$ cat src/rtl/irq_prio_pkg.sv
package irq_prio_pkg;
  localparam int SLOT_W  = 3;
  localparam int NSLOT   = 1 << SLOT_W;
  localparam int NY      = 4;
  localparam int NX      = 4;
  localparam int NG      = 7;
  localparam int NFIX    = 7;
  localparam int NSRC    = NY + NX + NG + NFIX;
  localparam int VEC_W   = 7;
  localparam int IDX_W   = 5;
  localparam int Y_BASE  = 0;
  localparam int X_BASE  = NY;
  localparam int G_BASE  = NY + NX;
  localparam int F_BASE  = NY + NX + NG;
  localparam int MAX_LVL = 3 * NSLOT + NFIX;

  // X family: always directly below level 0
  function automatic logic [VEC_W-1:0] lvl_x(input int k);
    return VEC_W'(1 + k);
  endfunction

  // Y family: contiguous or every other level
  function automatic logic [VEC_W-1:0] lvl_y(input int k, input logic sp);
    int v;
    if (sp) v = NSLOT + 1 + 2 * k;
    else    v = NSLOT + 1 + k;
    return VEC_W'(v);
  endfunction

  // Remaining entries (G slots then fixed sources)
  function automatic logic [VEC_W-1:0] lvl_n(input int j, input logic sp);
    int v;
    if (sp && j < NSLOT) v = NSLOT + 2 + 2 * j;
    else                 v = 2 * NSLOT + 1 + j;
    return VEC_W'(v);
  endfunction

  function automatic logic [63:0] ident_map(input int n);
    logic [63:0] r;
    r = '0;
    for (int i = 0; i < n; i++) r[i*SLOT_W +: SLOT_W] = SLOT_W'(i % NSLOT);
    return r;
  endfunction
endpackage

$ cat src/rtl/irq_cfg_regs.sv
module irq_cfg_regs
  import irq_prio_pkg::*;
(
  input  logic                  clk,
  input  logic                  rst_n,
  input  logic                  wr_en,
  input  logic [1:0]            wr_addr,
  input  logic [31:0]           wr_data,
  output logic [NY*SLOT_W-1:0]  ymap,
  output logic [NX*SLOT_W-1:0]  xmap,
  output logic [NG*SLOT_W-1:0]  gmap,
  output logic                  spread,
  output logic                  lock,
  output logic                  promo_en,
  output logic [IDX_W-1:0]      promo_idx
);
  localparam int YW = NY * SLOT_W;
  localparam int XW = NX * SLOT_W;
  localparam int GW = NG * SLOT_W;
  localparam logic [63:0] ID_Y = ident_map(NY);
  localparam logic [63:0] ID_X = ident_map(NX);
  localparam logic [63:0] ID_G = ident_map(NG);

  logic [YW-1:0]    ymap_q, ymap_d;
  logic [XW-1:0]    xmap_q, xmap_d;
  logic [GW-1:0]    gmap_q, gmap_d;
  logic             spread_q, spread_d, lock_q, lock_d, pen_q, pen_d;
  logic [IDX_W-1:0] pidx_q, pidx_d;
  logic             cfg_ce;
  logic             unused_wr;

  assign unused_wr = ^wr_data;
  assign cfg_ce    = wr_en;

  always_comb begin
    ymap_d   = ymap_q;
    xmap_d   = xmap_q;
    gmap_d   = gmap_q;
    spread_d = spread_q;
    lock_d   = lock_q;
    pen_d    = pen_q;
    pidx_d   = pidx_q;
    if (wr_en) begin
      case (wr_addr)
        2'd0: begin
          ymap_d = wr_data[YW-1:0];
          xmap_d = wr_data[YW +: XW];
        end
        2'd1: gmap_d = wr_data[GW-1:0];
        2'd2: begin
          if (!lock_q) begin
            spread_d = wr_data[0];
            lock_d   = wr_data[1];
          end
          pen_d  = wr_data[2];
          pidx_d = wr_data[8 +: IDX_W];
        end
        default: ;
      endcase
    end
  end

  always_ff @(posedge clk or negedge rst_n) begin
    if (!rst_n) begin
      ymap_q   <= ID_Y[YW-1:0];
      xmap_q   <= ID_X[XW-1:0];
      gmap_q   <= ID_G[GW-1:0];
      spread_q <= 1'b0;
      lock_q   <= 1'b0;
      pen_q    <= 1'b0;
      pidx_q   <= '0;
    end else if (cfg_ce) begin
      ymap_q   <= ymap_d;
      xmap_q   <= xmap_d;
      gmap_q   <= gmap_d;
      spread_q <= spread_d;
      lock_q   <= lock_d;
      pen_q    <= pen_d;
      pidx_q   <= pidx_d;
    end
  end

  assign ymap      = ymap_q;
  assign xmap      = xmap_q;
  assign gmap      = gmap_q;
  assign spread    = spread_q;
  assign lock      = lock_q;
  assign promo_en  = pen_q;
  assign promo_idx = pidx_q;
endmodule

$ cat src/rtl/irq_slot_owner.sv
module irq_slot_owner #(
  parameter int N  = 4,
  parameter int SW = 3
) (
  input  logic [N*SW-1:0] slots,
  input  logic [N-1:0]    req,
  output logic [N-1:0]    eff
);
  for (genvar i = 0; i < N; i++) begin : g_src
    logic taken;
    always_comb begin
      taken = 1'b0;
      for (int j = 0; j < i; j++) begin
        if (slots[j*SW +: SW] == slots[i*SW +: SW]) taken = 1'b1;
      end
    end
    assign eff[i] = req[i] & ~taken;
  end
endmodule

$ cat src/rtl/irq_pick.sv
module irq_pick #(
  parameter int N  = 22,
  parameter int VW = 7,
  parameter int IW = 5
) (
  input  logic [N-1:0]    eff,
  input  logic [N*VW-1:0] lvl,
  input  logic            promo_en,
  input  logic [IW-1:0]   promo_idx,
  output logic [VW-1:0]   win_vec,
  output logic            win_any
);
  logic [VW-1:0] best;
  logic          hit;
  logic [VW-1:0] hit_lvl;

  always_comb begin
    best    = '1;
    win_any = 1'b0;
    hit     = 1'b0;
    hit_lvl = '0;
    for (int i = 0; i < N; i++) begin
      if (eff[i] && (lvl[i*VW +: VW] < best)) best = lvl[i*VW +: VW];
      win_any = win_any | eff[i];
      if (promo_en && (IW'(i) == promo_idx) && eff[i]) begin
        hit     = 1'b1;
        hit_lvl = lvl[i*VW +: VW];
      end
    end
    if (hit)          win_vec = hit_lvl;
    else if (win_any) win_vec = best;
    else              win_vec = '0;
  end
endmodule

$ cat src/rtl/irq_prio_encoder.sv
module irq_prio_encoder
  import irq_prio_pkg::*;
(
  input  logic             clk,
  input  logic             rst_n,
  input  logic             wr_en,
  input  logic [1:0]       wr_addr,
  input  logic [31:0]      wr_data,
  input  logic [NSRC-1:0]  req,
  output logic [VEC_W-1:0] vec,
  output logic             vec_vld
);
  logic [1:0]              rst_sync;
  logic                    rst_n_s;
  logic [NY*SLOT_W-1:0]    ymap;
  logic [NX*SLOT_W-1:0]    xmap;
  logic [NG*SLOT_W-1:0]    gmap;
  logic                    cfg_spread, cfg_lock, cfg_pen;
  logic [IDX_W-1:0]        cfg_pidx;
  logic [NY-1:0]           y_eff;
  logic [NX-1:0]           x_eff;
  logic [NG-1:0]           g_eff;
  logic [NSRC-1:0]         eff;
  logic [NSRC*VEC_W-1:0]   lvl;
  logic [VEC_W-1:0]        vec_d, vec_q;
  logic                    vld_d, vld_q;

  // asynchronous assertion, synchronous release
  always_ff @(posedge clk or negedge rst_n) begin
    if (!rst_n) rst_sync <= 2'b00;
    else        rst_sync <= {rst_sync[0], 1'b1};
  end
  assign rst_n_s = rst_sync[1];

  irq_cfg_regs u_cfg (
    .clk(clk), .rst_n(rst_n_s), .wr_en(wr_en), .wr_addr(wr_addr),
    .wr_data(wr_data), .ymap(ymap), .xmap(xmap), .gmap(gmap),
    .spread(cfg_spread), .lock(cfg_lock), .promo_en(cfg_pen),
    .promo_idx(cfg_pidx)
  );

  irq_slot_owner #(.N(NY), .SW(SLOT_W)) u_own_y (
    .slots(ymap), .req(req[Y_BASE +: NY]), .eff(y_eff));
  irq_slot_owner #(.N(NX), .SW(SLOT_W)) u_own_x (
    .slots(xmap), .req(req[X_BASE +: NX]), .eff(x_eff));
  irq_slot_owner #(.N(NG), .SW(SLOT_W)) u_own_g (
    .slots(gmap), .req(req[G_BASE +: NG]), .eff(g_eff));

  assign eff = {req[F_BASE +: NFIX], g_eff, x_eff, y_eff};

  for (genvar i = 0; i < NY; i++) begin : g_lvl_y
    assign lvl[(Y_BASE+i)*VEC_W +: VEC_W] =
      lvl_y(int'(ymap[i*SLOT_W +: SLOT_W]), cfg_spread);
  end
  for (genvar i = 0; i < NX; i++) begin : g_lvl_x
    assign lvl[(X_BASE+i)*VEC_W +: VEC_W] = lvl_x(int'(xmap[i*SLOT_W +: SLOT_W]));
  end
  for (genvar i = 0; i < NG; i++) begin : g_lvl_g
    assign lvl[(G_BASE+i)*VEC_W +: VEC_W] =
      lvl_n(int'(gmap[i*SLOT_W +: SLOT_W]), cfg_spread);
  end
  for (genvar i = 0; i < NFIX; i++) begin : g_lvl_f
    assign lvl[(F_BASE+i)*VEC_W +: VEC_W] = lvl_n(NSLOT + i, cfg_spread);
  end

  irq_pick #(.N(NSRC), .VW(VEC_W), .IW(IDX_W)) u_pick (
    .eff(eff), .lvl(lvl), .promo_en(cfg_pen), .promo_idx(cfg_pidx),
    .win_vec(vec_d), .win_any(vld_d)
  );

  always_ff @(posedge clk or negedge rst_n_s) begin
    if (!rst_n_s) begin
      vec_q <= '0;
      vld_q <= 1'b0;
    end else begin
      vec_q <= vec_d;
      vld_q <= vld_d;
    end
  end

  assign vec     = vec_q;
  assign vec_vld = vld_q;
endmodule

$ cat config.mk
export PLATFORM = sky130hd
export DESIGN_NAME = irq_prio_encoder
export DESIGN_NICKNAME = d
export VERILOG_FILES = /design/src/rtl/irq_prio_pkg.sv /design/src/rtl/irq_cfg_regs.sv /design/src/rtl/irq_slot_owner.sv /design/src/rtl/irq_pick.sv /design/src/rtl/irq_prio_encoder.sv
export SDC_FILE = /design/constraint.sdc
export NUM_CORES = 1
export LEC_CHECK = 0
export CORE_UTILIZATION = 25
export CTS_BUF_LIST = sky130_fd_sc_hd__clkbuf_8 sky130_fd_sc_hd__clkbuf_16
export DETAILED_ROUTE_END_ITERATION = 10
export HOLD_SLACK_MARGIN = 0.1
export PLACE_DENSITY_LB_ADDON = 0.3
export SKIP_LAST_GASP = 1
export SYNTH_ARGS = -nofsm -noshare
export SYNTH_HDL_FRONTEND = slang
export SYNTH_HIERARCHICAL = 1
export SYNTH_SLANG_ARGS = --single-unit
$ cat constraint.sdc
create_clock -name clk -period 2.51 [get_ports clk]
set_input_delay 0.502 -clock clk [delete_from_list [all_inputs] [get_ports clk]]
set_output_delay 0.502 -clock clk [all_outputs]
set_load 0.01 [all_outputs]
# Yosys cells after proc, flatten, opt, wreduce, memory -nomap -nowiden
# Cells that the tools add are included.
# word_totals
out_inout_bits	8
ff_bits	63
inputBits	59
# classes
n_eq_ne	56
magnitude_cmp	22
reduce_logical	72
mux	113
add_sub_neg	26
bitwise_logic	46
# ops
cell	count
2-to-1 mux 7 bit	47
== test 3 bit	33
logical AND 1 bit	66
2-to-1 mux 1 bit	56
adder 4 x 4 -> 5 bit (first input constant)	11
less-than comparator 5 x 7 -> 1 bit (first input constant)	7
less-than comparator 6 x 7 -> 1 bit	7
adder 5 x 3 -> 6 bit (first input constant)	7
2-to-1 mux 6 bit	7
== test 4 x 5 -> 1 bit (first input constant)	8
== test 5 bit (first input constant)	6
less-than comparator 4 x 7 -> 1 bit	4
less-than comparator 5 x 7 -> 1 bit	3
OR 1 bit	21
adder 4 x 3 -> 5 bit (first input constant)	4
== test 3 x 5 -> 1 bit (first input constant)	4
adder 1 x 3 -> 4 bit (first input constant)	4
2-to-1 mux 5 bit	3
inverter 1 bit	13
AND 1 bit	12
== test 2 x 5 -> 1 bit (first input constant)	2
less-than comparator 7 bit (second input constant)	1
AND reduction 2 bit	3
== test 1 x 5 -> 1 bit (first input constant)	1
other kinds (5)	5

# Depth between registers and ports, before layout
# Gate-level depths: netlist of the first run.
# logic_depth
word_depth	70
depth_mapped	187
depth_no_buf	170

# Modules after synthesis
# The synthesis of the first run kept the hierarchy.
# by_module_without_submodules
module	n_inst	seq_area_each_um2	area_each_um2	cells_each
irq_pick	1	0.0	8829.7	1295
irq_cfg_regs	1	1347.5	2020.7	115
irq_prio_encoder	1	250.2	1332.5	140
irq_slot_owner (u_own_g)	1	0.0	938.4	116
irq_slot_owner (u_own_x ...)	2	0.0	210.2	26

# Worst setup path before layout of the first run
# No wires, ideal clock.
# synth_timing
path_type	flip-flop to flip-flop
start	register u_cfg.ymap_q[3] (netlist: u_cfg/ymap[3])
end	register vec_q[1] (netlist: vec[1])
arrival_time_ns	27.184
setup_ns	0.137
path_stages_with_launch	155
path_slack_ns	-24.812
cell_sequence	dfstp_2 > ha_1 > ha_1 > mux2_2 > nor2b_1 > o21ai_0 > a21oi_1 > o21a_1 > buf_4 > buf_2 > nor2_1 > a21oi_1 > inv_1 > ha_1 > o311ai_0 > a21oi_1 > o211ai_4 > nand2_4 > (+119 left out) > nor3b_1 > a21oi_1 > buf_2 > o211ai_1 > o21ai_0 > ha_1 > o21ai_0 > a21oi_1 > nor2_1 > a31oi_2 > mux2_2 > ha_1 > and4_1 > o21ai_0 > nor2_1 > a311o_1 > nand2_1 > o221ai_1
# synth_between
word_cells_on_any_way	147
classes_between	2 x add/sub; 21 x order compare; 3 x eq/ne; 70 x mux; 27 x bitwise; 24 x reduce/logical
# synth_lines
element	line	rtl
start: declaration	irq_cfg_regs.sv:24	logic [YW-1:0] ymap_q, ymap_d;
start signal: assignment	irq_cfg_regs.sv:65	ymap_q <= ID_Y[YW-1:0];
start signal: assignment	irq_cfg_regs.sv:73	ymap_q <= ymap_d;
adder 4 x 3 -> 5 bit / adder 4 x 4 -> 5 bit (equally long branches)	irq_prio_pkg.sv:26, irq_prio_pkg.sv:25	
2-to-1 mux 5 bit (*)	irq_prio_pkg.sv:25	if (sp) v = NSLOT + 1 + 2 * k;
named net lvl[9]	irq_prio_encoder.sv:24	logic [NSRC*VEC_W-1:0] lvl;
less-than comparator 5 x 7 -> 1 bit	irq_pick.sv:23	if (eff[i] && (lvl[i*VW +: VW] < best)) best = lvl[i*VW +: VW];
logical AND 1 bit	irq_pick.sv:23	
2-to-1 mux 7 bit (*)	irq_pick.sv:23	
less-than comparator 5 x 7 -> 1 bit	irq_pick.sv:23	
logical AND 1 bit	irq_pick.sv:23	
(+53 left out)	-	
logical AND 1 bit	irq_pick.sv:23	
2-to-1 mux 7 bit (*)	irq_pick.sv:23	
less-than comparator 5 x 7 -> 1 bit	irq_pick.sv:23	
logical AND 1 bit	irq_pick.sv:23	
2-to-1 mux 7 bit (*)	irq_pick.sv:23	
2-to-1 mux 7 bit (*)	irq_pick.sv:31	else if (win_any) win_vec = best;
2-to-1 mux 7 bit (*)	irq_pick.sv:30	if (hit) win_vec = hit_lvl;
named net vec_d[1]	irq_prio_encoder.sv:25	logic [VEC_W-1:0] vec_d, vec_q;
end signal: assignment	irq_prio_encoder.sv:76	vec_q <= vec_d;
end: declaration	irq_prio_encoder.sv:25	
# The timed path passes the listed nets; every way through them passes the cells marked *.
# A chain may end at the register's enable or synchronous reset.

# Worst setup path in the final report of the first run
# layout_timing
start	register u_cfg.ymap_q[3] (netlist: u_cfg/ymap[3])
end	register vec_q[3] (netlist: vec[3])
# The elaborated chain is that of the path after synthesis.

==> results of run 1 <==
-- per-stage QoR --
| step | worst slack, ps | instance area (um2) |
|---|---|---|
| final | -20920 | 22030 |
| after floorplan | -24510 | 15420 |
| after detailed placement | -21780 | 20560 |
| after CTS | -20730 | 21540 |
| after global placement | -20950 | 20560 |
| after global routing | -22120 | 22030 |
-- worst max path at each step --
| stage | startpoint | end | slack [ps] | cells after the start |
|---|---|---|---|---|
| final | u_cfg/ymap[3] | vec[3] | -20920 | 141 |
| after global routing | u_cfg/ymap[3] | vec[3] | -22120 | 145 |
| after CTS | u_cfg/ymap[3] | vec[5] | -20730 | 142 |
| after detailed placement | req[0] | vec[3] | -21780 | 141 |
| after global placement | req[0] | vec[2] | -20950 | 141 |
| after floorplan | u_cfg/ymap[3] | vec[2] | -24510 | 164 |
-- cells in the mapped netlist (18+ instances only) --
cell                       number
sky130_fd_sc_hd__o22ai_1       19
sky130_fd_sc_hd__mux2_2        90
sky130_fd_sc_hd__mux2i_1       69
sky130_fd_sc_hd__nand4_1       19
sky130_fd_sc_hd__ha_1          50
sky130_fd_sc_hd__a21oi_1       78
sky130_fd_sc_hd__a22o_1        21
sky130_fd_sc_hd__clkbuf_1      31
sky130_fd_sc_hd__nor3_1        46
sky130_fd_sc_hd__a31oi_1       28
sky130_fd_sc_hd__xor2_1        86
sky130_fd_sc_hd__inv_1        110
sky130_fd_sc_hd__o211ai_1      23
sky130_fd_sc_hd__buf_4         21
sky130_fd_sc_hd__a221oi_1      23
sky130_fd_sc_hd__nor2b_1       34
sky130_fd_sc_hd__xnor2_1       36
sky130_fd_sc_hd__buf_6         18
sky130_fd_sc_hd__maj3_1        20
sky130_fd_sc_hd__nand3_1       38
sky130_fd_sc_hd__o21ai_0       92
sky130_fd_sc_hd__dfrtp_1       46
sky130_fd_sc_hd__nand2_1      104
sky130_fd_sc_hd__and3_1        34
sky130_fd_sc_hd__a21o_1        19
sky130_fd_sc_hd__o31ai_1       20
sky130_fd_sc_hd__nand2b_1      33
sky130_fd_sc_hd__nor2_1       125
-- flip-flops by register name, indices dropped and copies added (netlist names) --
| register | cells |
|---|---|
| u_cfg/promo_idx | 5 |
| u_cfg/ymap | 12 |
| vec | 7 |
| u_cfg/promo_en | 1 |
| vec_vld | 1 |
| rst_sync | 2 |
| u_cfg/spread | 1 |
| u_cfg/gmap | 21 |
| u_cfg/lock | 1 |
| u_cfg/xmap | 12 |
-- per-layer routing --
metal  share of wire, %  up-vias
li1                   -     8082
met1                 45     7702
met2                 48      383
met3                4.2       76
met4                2.5        0
met5                  0        -
-- cell type report --
| cell class | count | area [um2] |
|---|---|---|
| Timing Repair Buffer | 702 | 5473 |
| Tap cell | 688 | 860.8 |
| Sequential cell | 63 | 1603 |
| Clock inverter | 7 | 80.08 |
| Fill cell | 5350 | 31040 |
| Multi-Input combinational cell | 1788 | 13370 |
| Inverter | 110 | 417.9 |
| Antenna cell | 1 | 2.502 |
| Clock buffer | 9 | 225.2 |
-- logic make-up (layout without fill, tap and decap cells) --
group / after synthesis / in the layout / synth area share, %
AOI/OAI and AO/OA: 536 / 536 / 30.01
xor gates and xnor gates: 124 / 124 / 8.131
adders and majority gates: 78 / 78 / 6.763
buffers and inverters: 198 / 828 / 7.429
DFF: 63 / 63 / 11.80
muxes: 183 / 183 / 15.11
other: 2 / 334 / 0.05546
and+or+nand+nor: 534 / 534 / 20.71
-- timing repair --
action                                  4_1_cts  5_1_grt
pin swaps                                    79       65
gates resized for setup                      78       55
endpoints found under the setup margin        8        8
setup buffers                                44       23
==> results.md, run 1 <==
- The overall overflow remaining after global route is 0.
- Clock tree synthesis found a total of 63 sinks.
- Of all nets on the critical path, the largest fanout is 7.
- The CTS clock-pin slew for the worst setup and hold paths is ~60 ps.
- The tool flagged a number of max-cap violations equal to 0.
- The count of placed standard cells including taps is 3,284.
- In the global route stage, met1 resource usage came out at 24.65%.
- Summed over all failing endpoints, the final setup total negative slack is -146,320 ps.
- The count of nets left with antenna violations after detail routing is 0.
- The post-DP HPWL is roughly 45 mm.
- The count of final max-slew check failures was 0.
- The first global-routing pass estimated 84.78 mm of wire.
- Once layout is complete, the utilization of the core stands at between 40 and 50%.
- The final setup slack of the worst path is -20,920 ps.
- The maximum clock frequency is 42.68 MHz.
- The met2 track demand over resource in global routing is between 30% and 40%.
- The floorplan die area is about 55,000 um2.
- The I/O pin total is 67.
- The sequential share of the synthesized area is a little under an eighth.
- The count of cell types in the netlist is between 100 and 150.
- sky130_fd_sc_hd__dfrtp_1 takes more of the synthesized area than any other cell.
- The worst clock skew is between 9 and 10 ps.
- For this block, the via count after detailed routing is 16,240.
- Among all flip-flop cells after synthesis, the most frequent one is sky130_fd_sc_hd__dfrtp_1.
- The pin count of the biggest net entering global routing is between 60 and 70.
- Sorting the synthesized cells by area gives the leading types as sky130_fd_sc_hd__dfrtp_1, sky130_fd_sc_hd__mux2_2, sky130_fd_sc_hd__xor2_1.
- The core region is 53,080 um2.
- Data on the critical path is required at its endpoint by roughly 2700 ps.
- The vertical die dimension is ~230 um.
- For this run, the slowest stage of the critical path takes 560 ps.
- The number of global-route vias before repair came to between 15,000 and 20,000.
- The net count of the finished layout is 2,783.
- met2 is the most crowded layer.
- Clock latency on the worst-skew pair, taken at its later pin, is about 360 ps.
- Grouping stages by cell kind, the critical path spends the most delay in compound AO/OA/AOI/OAI gates.
- The worst register-to-register path has a depth of about 140.
- The checks that failed: setup timing.
- Setup violations remaining at the end of the flow were counted as 8.
- The length of the first detailed-routing pass in iterations is 5.
- The buffer depth of the longest clock path is 2.
- The critical path contains buffers and inverters numbering 11 combined.
- Of the post-synthesis cell area, the dominant cell type holds 8.500%.
- For this run, the number of Yosys warnings is 6.
- The slowest cell on the critical path is sky130_fd_sc_hd__dfstp_2.
- The weighted congestion reported at the end of routability-driven placement is between 0.9 and 1.
- STA classifies the critical path startpoint as a flip-flop.
- The horizontal die dimension is between 200 and 250 um.
- The setup slack on the worst flop-to-flop path is -20,920 ps.
- The number of antenna violations at the first check in global routing is 0.
- The critical path in this run is classified as reg2reg.
- The cell type with the highest occurrence count on the critical path is sky130_fd_sc_hd__ha_4.
- The final critical path takes up 933.4% of the cycle.
- During placement, the flow inserted port buffers numbering between 50 and 60.
- The effective utilization at floorplan is between 20% and 30%.
- After detailed routing, the number of vias per cell comes to a little under 5.
- In this run, synthesis inferred 0 flip-flops with an integrated enable.
- Hold repair after CTS inserted 0 buffers.
- The worst setup path is captured at a flip-flop.
- The synthesized netlist cell count is ~1,700.
- The library cell used most frequently in the layout, excluding fill and tap cells, is sky130_fd_sc_hd__buf_4.
- At the pin with the least slew margin, the transition time is about 930 ps.
- Global routing consumed, over all layers together, 19.18% of the routing resources.
- Dividing the detail-routed wire length by the instance count gives between 15 and 20 um.
- The hold slack is between 200 and 300 ps.
- The total length of routed wires is ~54 mm.
- The floorplan has between 80 and 90 rows.
- The final hold violation count is 0.
- The worst path in the final design needs a cycle of between 20,000 and 25,000 ps, including I/O delays and setup.
- The master cell of the clock root buffer is sky130_fd_sc_hd__clkbuf_16.
- Data arrives at the worst endpoint at 23,660 ps.
- After the first detailed-routing iteration, the DRC count stood at 858.
- The worst pin sits at a relative slew slack of a little under two fifths.
- Counting flops and latches in the post-synthesis netlist gives 63.
- The total standard cell area after synthesis is approximately 14,000 um2.
- The number of levels in the clock H-tree is 3.
- The share of async-settable or async-resettable flops after synthesis is 100.0%.
- The total clock buffers created by CTS is 9.
- Each instance of the synthesized netlist takes up on average 7.882 um2.
- The classification of the worst-slack hold path is reg2async.
- The fraction of final layout cells with drive strength greater than 1 is between 30% and 40%.
- TritonCTS built the clock tree.
- The non-filler instance count after layout is approximately 3,400.
- For this run, design rule violations remaining after detail routing come to 0.
- The global-route met3 utilization is 2.197%.
- Setup repair after global routing could not meet its margin everywhere.
- The layout overhead on the synthesized area is 62.71%.
- The startpoint identified for the worst register-to-register timing path is u_cfg/ymap[3].
- Leaving out fill and tap cells, the most frequent cells in the layout are sky130_fd_sc_hd__buf_4, sky130_fd_sc_hd__conb_1, sky130_fd_sc_hd__nor2_1.
- The worst register-to-register path ends at vec[3].
- The flow ran to the end, but the final reports show violations.
Power of run 1 is not shown: default switching activity piles up to over one toggle a cycle in this logic, so the estimate is an artifact.
==> inputs of run 2 (changes only) <==
Settings changed: DONT_BUFFER_PORTS from default to 1.
==> results.md, run 2 (synthesis gave the netlist of run 1 again) <==
- The run finished, with violations left.
- The checks that failed: setup timing.
- The final hold violation count came to 0.
- Dividing the detail-routed via count by the number of cells gives approximately 4.8.
- The setup slack on the worst flop-to-flop path is -21,030 ps.
- In this run the tightest slew margin relative to its limit is between 30% and 40%.
- The buffer depth of the longest clock path is 2.
- The path class of the tightest hold or removal check is reg2async.
- The number of antenna violations at the first check in global routing is 1.
- On the critical path, the stage with the largest delay is an instance of sky130_fd_sc_hd__dfstp_2.
- The delay contributed by the slowest stage of the critical path is between 500 and 600 ps.
- The layout filler cell count is around 5,400.
- The routed design could run at a clock period as short as 23,540 ps.
- The multi-input combinational cells in the finished layout cover a total of 13,270 um2.
- The count of final max-slew check failures is 0.
- The transition time at the pin with the least slew margin is around 1000 ps.
- The effective utilization at floorplan is approximately 26%.
- The register with the most flip-flops in the layout has 21 of them.
- The storage element area is approximately 1600 um2.
- After detailed routing, the average wire length per cell comes to roughly 16 um.
- The H-tree generated during clock tree synthesis spans 3 levels.
- Leaving out fill and tap cells, the most frequent cell in the layout is sky130_fd_sc_hd__buf_4.
- STA puts the critical path data required time at about 2700 ps.
- By instance count, the cell type seen most on the critical path is sky130_fd_sc_hd__ha_4.
- The iteration-0 DRC count of the detailed router is between 800 and 900.
- The count of nets left with antenna violations after detail routing is 0.
- The final setup slack of the worst path is -21,030 ps.
- Relative to the synthesized area, the layout overhead comes to 57.03%.
- The fraction of final layout cells with drive strength greater than 1 is about two fifths.
- Setup violations remaining at the end of the flow were counted as 8.
- Timing would allow up to about 42 MHz.
- The die is between 200 and 250 um tall.
- The number of global-route vias before repair is 15,480.
- The category of the most critical setup path is reg2reg.
- The final layout contains 2,699 nets.
- The pin count of the biggest net entering global routing is 62.
- The pre-CTS setup slack is -21,700 ps.
- The weighted congestion reported at the end of routability-driven placement is a little over 0.9.
- The I/O pin total is 67.
- In this design, the largest share of critical-path delay is due to compound AO/OA/AOI/OAI gates.
- The final cycle utilization of the critical path is 937.8%.
- For this design, the sink count on the clock tree is between 60 and 70.
- Port buffering added 0 buffers.
- The arrival time of the worst setup path is 23,760 ps.
- The post-DP HPWL is 44.92 mm.
- The CTS tree is built.
- For this run the aggregate overflow at the end of global routing stands at 0.
- After clock tree synthesis, the clock-pin slew on the worst setup and hold paths is 60 ps.
- The clock reaches the later pin of the worst-skew pair after between 300 and 400 ps.
- In the routed design, unresolved DRC markers number 0.
- The floorplan die area is about 55,000 um2.
- The total area inside the core boundary comes to roughly 53,000 um2.
- Setup repair after global routing could not meet its margin everywhere.
- Leaving out fill and tap cells, the most frequent cells in the layout are sky130_fd_sc_hd__buf_4, sky130_fd_sc_hd__conb_1, sky130_fd_sc_hd__nor2_1.
- The overall track demand over capacity in global routing is 18.89%.
- The length of the first detailed-routing pass in iterations is 6.
- The category of the worst setup path launch point is a flip-flop.
- The number of buffers and inverters on the critical path is 12.
- CTS placed an instance of sky130_fd_sc_hd__clkbuf_16 at the clock tree root.
- TritonCTS created 9 clock buffers.
- The final core area utilization is approximately 40%.
- After detailed routing, the total wire length is around 53 mm.
- The first-pass GRT wire length is roughly 83 mm.
- The total number of placement rows is between 80 and 90.
- The routed layout has between 15,000 and 20,000 vias.
- The number of max-capacitance violations reported is 0.
- Measured along the x axis, the die boundary spans between 200 and 250 um.
- The clock arrives with between 10 and 15 ps of skew.
- The kind of capture point of the worst setup path is a flip-flop.
- Of all nets on the critical path, the largest fanout is 7.
==> run 2: changes by cell type in the layout (fill, tap and decap cells not counted), moves of 4 or more <==
cell                              delta
sky130_fd_sc_hd__nand2_2             +4
sky130_fd_sc_hd__clkdlybuf4s50_1    -58
sky130_fd_sc_hd__buf_4              -31
sky130_fd_sc_hd__buf_12              +5
sky130_fd_sc_hd__a2111oi_2           +4
sky130_fd_sc_hd__o21ai_2             +4
==> run 2: area by class of cell <==
class | instances | share of cell area, %
Antenna cell | 1 | 0.01177
Clock buffer | 9 | 1.059
Timing Repair Buffer | 618 | 22.38
Inverter | 110 | 1.965
Sequential cell | 63 | 7.532
Clock inverter | 7 | 0.6002
Tap cell | 688 | 4.048
Multi-Input combinational cell | 1788 | 62.41
==> run 2: final timing paths <==
kind                                from       endpoint  cells after the start
setup / recovery           u_cfg/ymap[3]         vec[2]                    143
hold / removal               rst_sync[1]  u_cfg/gmap[4]                      1
max in group asynchronous    rst_sync[1]  u_cfg/xmap[7]                      1
setup reg to reg           u_cfg/ymap[3]         vec[2]                    143
min in group clk              wr_data[1]     u_cfg/lock                      2
hold reg to reg              rst_sync[1]  u_cfg/gmap[4]                      1
==> run 2: worst reg2reg max path, delay by kind of cell (launching register included) <==
| family | cells | cell delay, ps |
|---|---|---|
| DFF | 1 | 560 |
| muxes | 15 | 3120 |
| buffers and inverters | 12 | 950 |
| AOI/OAI and AO/OA | 54 | 8650 |
| and+or+nand+nor | 42 | 5930 |
| adders and majority gates | 20 | 4230 |
==> run 2: timing repair <==
action	in CTS	in global routing
pin swaps	33	80
hold buffers	1	0
setup endpoints to repair	8	8
endpoints found under the hold margin	2	0
setup buffers	15	33
gates cloned	0	0
resized for setup	45	76
==> run 2: metrics by stage <==
step	hold slack (ps)	cell area [um2]	std cells	TNS [ps]
after floorplan	206.4	15420	2049	-171170
after global placement	206.5	19980	3218	-145890
after detailed placement	206.5	19980	3218	-151880
after CTS	278.4	20650	3250	-147580
after global routing	278.2	21260	3284	-155490
final	253.4	21260	3284	-147210
==> run 2: routing by layer <==
layer / global-route usage, % / up-vias / wire length [um]
met2: 32.41 / 330 / 25430
li1: - / 7916 / -
met4: 3.828 / 0 / 831
met1: 24.64 / 7406 / 24380
met3: 3.313 / 48 / 2676
met5: 0 / - / 0
Power of run 2 is left out for the same reason.
==> inputs of run 3 (changes only) <==
Settings changed: CELL_PAD_IN_SITES_DETAIL_PLACEMENT from default to 2, CELL_PAD_IN_SITES_GLOBAL_PLACEMENT from default to 2, RECOVER_POWER from default to 100.
==> results.md, run 3 (synthesis gave the netlist of run 1 again) <==
- The overall overflow remaining after global route is 0.
- The final critical path takes up 1018% of the cycle.
- The storage element area is between 1500 and 2000 um2.
- The horizontal die dimension is ~230 um.
- The CTS clock-pin slew for the worst setup and hold paths is ~60 ps.
- The core area is 53,080 um2.
- STA classifies the critical path endpoint as a flip-flop.
- The worst register-to-register path has a setup slack of -23,040 ps.
- The arrival time of the worst setup path is 25,750 ps.
- The number of setup violations in the final report is 8.
- The shortest clock period the worst path allows after layout is between 20,000 and 30,000 ps.
- The clock arrives with around 18 ps of skew.
- Measured on the finished design, the core utilization comes to between 40% and 50%.
- Static timing analysis puts the maximum clock frequency at 39.15 MHz.
- The number of levels in the clock H-tree is 3.
- met2 is the most crowded layer.
- The checks that failed: capacitance limit, slew limit, setup timing.
- The slowest stage of the critical path belongs to the cell sky130_fd_sc_hd__dfstp_2.
- The via count is 18,340.
- Global routing consumed, on the met1 layer, 29.87% of the routing resources.
- The post-DP HPWL is 59.21 mm.
- The count of final max-slew check failures was 25.
- The routed length per placed instance is between 20 and 30 um.
- The I/O pin total is between 60 and 70.
- Across every metal layer, demand over resource in global routing totals between 20% and 30%.
- TritonCTS built the clock tree.
- In the final layout, the multi-input gates occupy roughly 14,000 um2.
- The most common library cell in the layout ignoring fill and taps is sky130_fd_sc_hd__buf_4.
- From bottom edge to top edge, the die measures roughly 230 um.
- The worst hold path belongs to the class reg2async.
- The routed design has 86.94 mm of wire.
- The count of nets left with antenna violations once routing finished came out at 0.
- The flow ran to the end, but the final reports show violations.
- The flip-flop count of the largest register after layout is 21.
- The number of global-route vias before repair is 19,980.
- The die covers 55,100 um2.
- The category of the most critical setup path is reg2reg.
- Along the worst path, the maximum fanout reaches 7.
- After detailed placement, the design holds a cell count of 3,246.
- Setup repair after global routing could not meet its margin everywhere.
- The via density per instance is ~5.4.
- Once placement finished, the instance area stood at 20,140 um2.
- For this run, design rule violations remaining after detail routing come to 0.
- The capturing point of the worst reg2reg path is vec[1].
- The effective utilization at floorplan is about 26%.
- The layout filler cell count is 5,958.
- At the pin with the least slew margin, the transition time is 1626 ps.
- Clock tree synthesis selected as its root buffer the cell sky130_fd_sc_hd__clkbuf_16.
- The iteration-0 DRC count of the detailed router is between 1,000 and 1,500.
- The finished layout holds roughly 3,400 standard cells, fillers aside.
- The most numerous cell type found on the critical path is sky130_fd_sc_hd__ha_4.
- The clock insertion delay at the later pin of the skew report is ~370 ps.
- The number of antenna violations at the first check in global routing is 18.
- CTS saw 63 sinks.
- The finished layout cell area is 22,380 um2.
- The first detailed-routing pass took 6 iterations.
- The pin count of the biggest net entering global routing is 44.
- The fraction of final layout cells with drive strength greater than 1 is about two fifths.
- On the final layout, the worst hold slack is around 210 ps.
- The final hold violation count came to 0.
- Input and output buffers added on the ports amount to 0.
- Across the run, the number of max-cap violations was 1.
- The depth of the most critical reg-to-reg path is around 140.
- Leaving out fill and tap cells, the most frequent cells in the layout are sky130_fd_sc_hd__buf_4, sky130_fd_sc_hd__conb_1, sky130_fd_sc_hd__nor2_1.
- The layout overhead on the synthesized area is 65.26%.
- The floorplan has 84 rows.
- The first-pass GRT wire length is 117.0 mm.
- The delay contributed by the slowest stage of the critical path is about 580 ps.
- Across all setup checks in the final design, the least slack found is -23,040 ps.
- The weighted congestion reported at the end of routability-driven placement is between 0.8 and 0.9.
- Headroom to the max-slew limit came out at -8.429%.
- After the last flow step, the layout net total stands at 2,800.
- The buffer depth of the longest clock path is 2.
- The total clock buffers created by CTS is 9.
- The category of the worst setup path launch point is a flip-flop.
- In the global route stage, met2 resource usage came out at between 50% and 60%.
- The launching point of the worst reg2reg path is u_cfg/ymap[3].
- At the worst endpoint, the required time is ~2700 ps.
- Global routing consumed, on the met3 layer, under 10% of the routing resources.
run 3: changes by cell type in the layout (fill, tap and decap cells not counted), moves of 4 or more:
cell,before,now
sky130_fd_sc_hd__diode_2,1,17
sky130_fd_sc_hd__buf_12,6,2
sky130_fd_sc_hd__buf_6,9,20
sky130_fd_sc_hd__ha_4,18,23
sky130_fd_sc_hd__o21ai_1,14,8
sky130_fd_sc_hd__o31ai_2,6,1
sky130_fd_sc_hd__a21oi_1,68,64
sky130_fd_sc_hd__buf_4,601,690
sky130_fd_sc_hd__ha_1,32,25
sky130_fd_sc_hd__mux2_2,81,76
sky130_fd_sc_hd__o21ai_2,14,18
sky130_fd_sc_hd__nor2_4,3,8
run 3: worst max path at each step:
stage / from / slack [ps] / to
global placement: u_cfg/ymap[3] / -20990 / vec[4]
CTS: u_cfg/ymap[3] / -21350 / vec[6]
global route: u_cfg/ymap[3] / -23900 / vec[1]
detailed placement: u_cfg/ymap[3] / -22760 / vec[4]
floorplan: u_cfg/ymap[3] / -24510 / vec[2]
finish: u_cfg/ymap[3] / -23040 / vec[1]
run 3: layout make-up:
class / instances / share of cell area [%]
antenna: 17 / 0.1901
clock buffer: 9 / 1.006
clock inverter: 7 / 0.4361
inverter: 110 / 1.879
multi-input combinational: 1789 / 60.97
sequential: 63 / 7.156
tap: 688 / 3.847
timing repair buffer: 718 / 24.52
run 3: metal layers:
metal,vias up,routed length (um)
met3,267,3250
met5,-,25
met4,4,4354
li1,8135,-
met1,9376,33480
met2,562,45830
run 3: timing repair:
item,in CTS,in global routing
hold endpoints to repair,2,0
pin swaps,85,78
gates cloned,1,0
endpoints found under the setup margin,8,8
hold buffers,1,0
buffers inserted,77,47
gates resized for setup,101,93
run 3: through the flow:
step           setup TNS [ps]  setup WS (ps)
6_report              -161250         -23040
5_1_grt               -167200         -23900
4_1_cts               -149540         -21350
3_5_place_dp          -159400         -22760
3_3_place_gp          -147150         -20990
2_1_floorplan         -171170         -24510
run 3: worst max-delay path, delay by kind of cell, from the launching register on:
| kind | cells | cell delay [ps] |
|---|---|---|
| and+or+nand+nor | 39 | 5850 |
| DFF | 1 | 580 |
| muxes | 18 | 4200 |
| buffers and inverters | 14 | 1490 |
| AOI/OAI and AO/OA | 54 | 9400 |
| adders and majority gates | 18 | 3760 |
Power of run 3 is left out for the same reason.
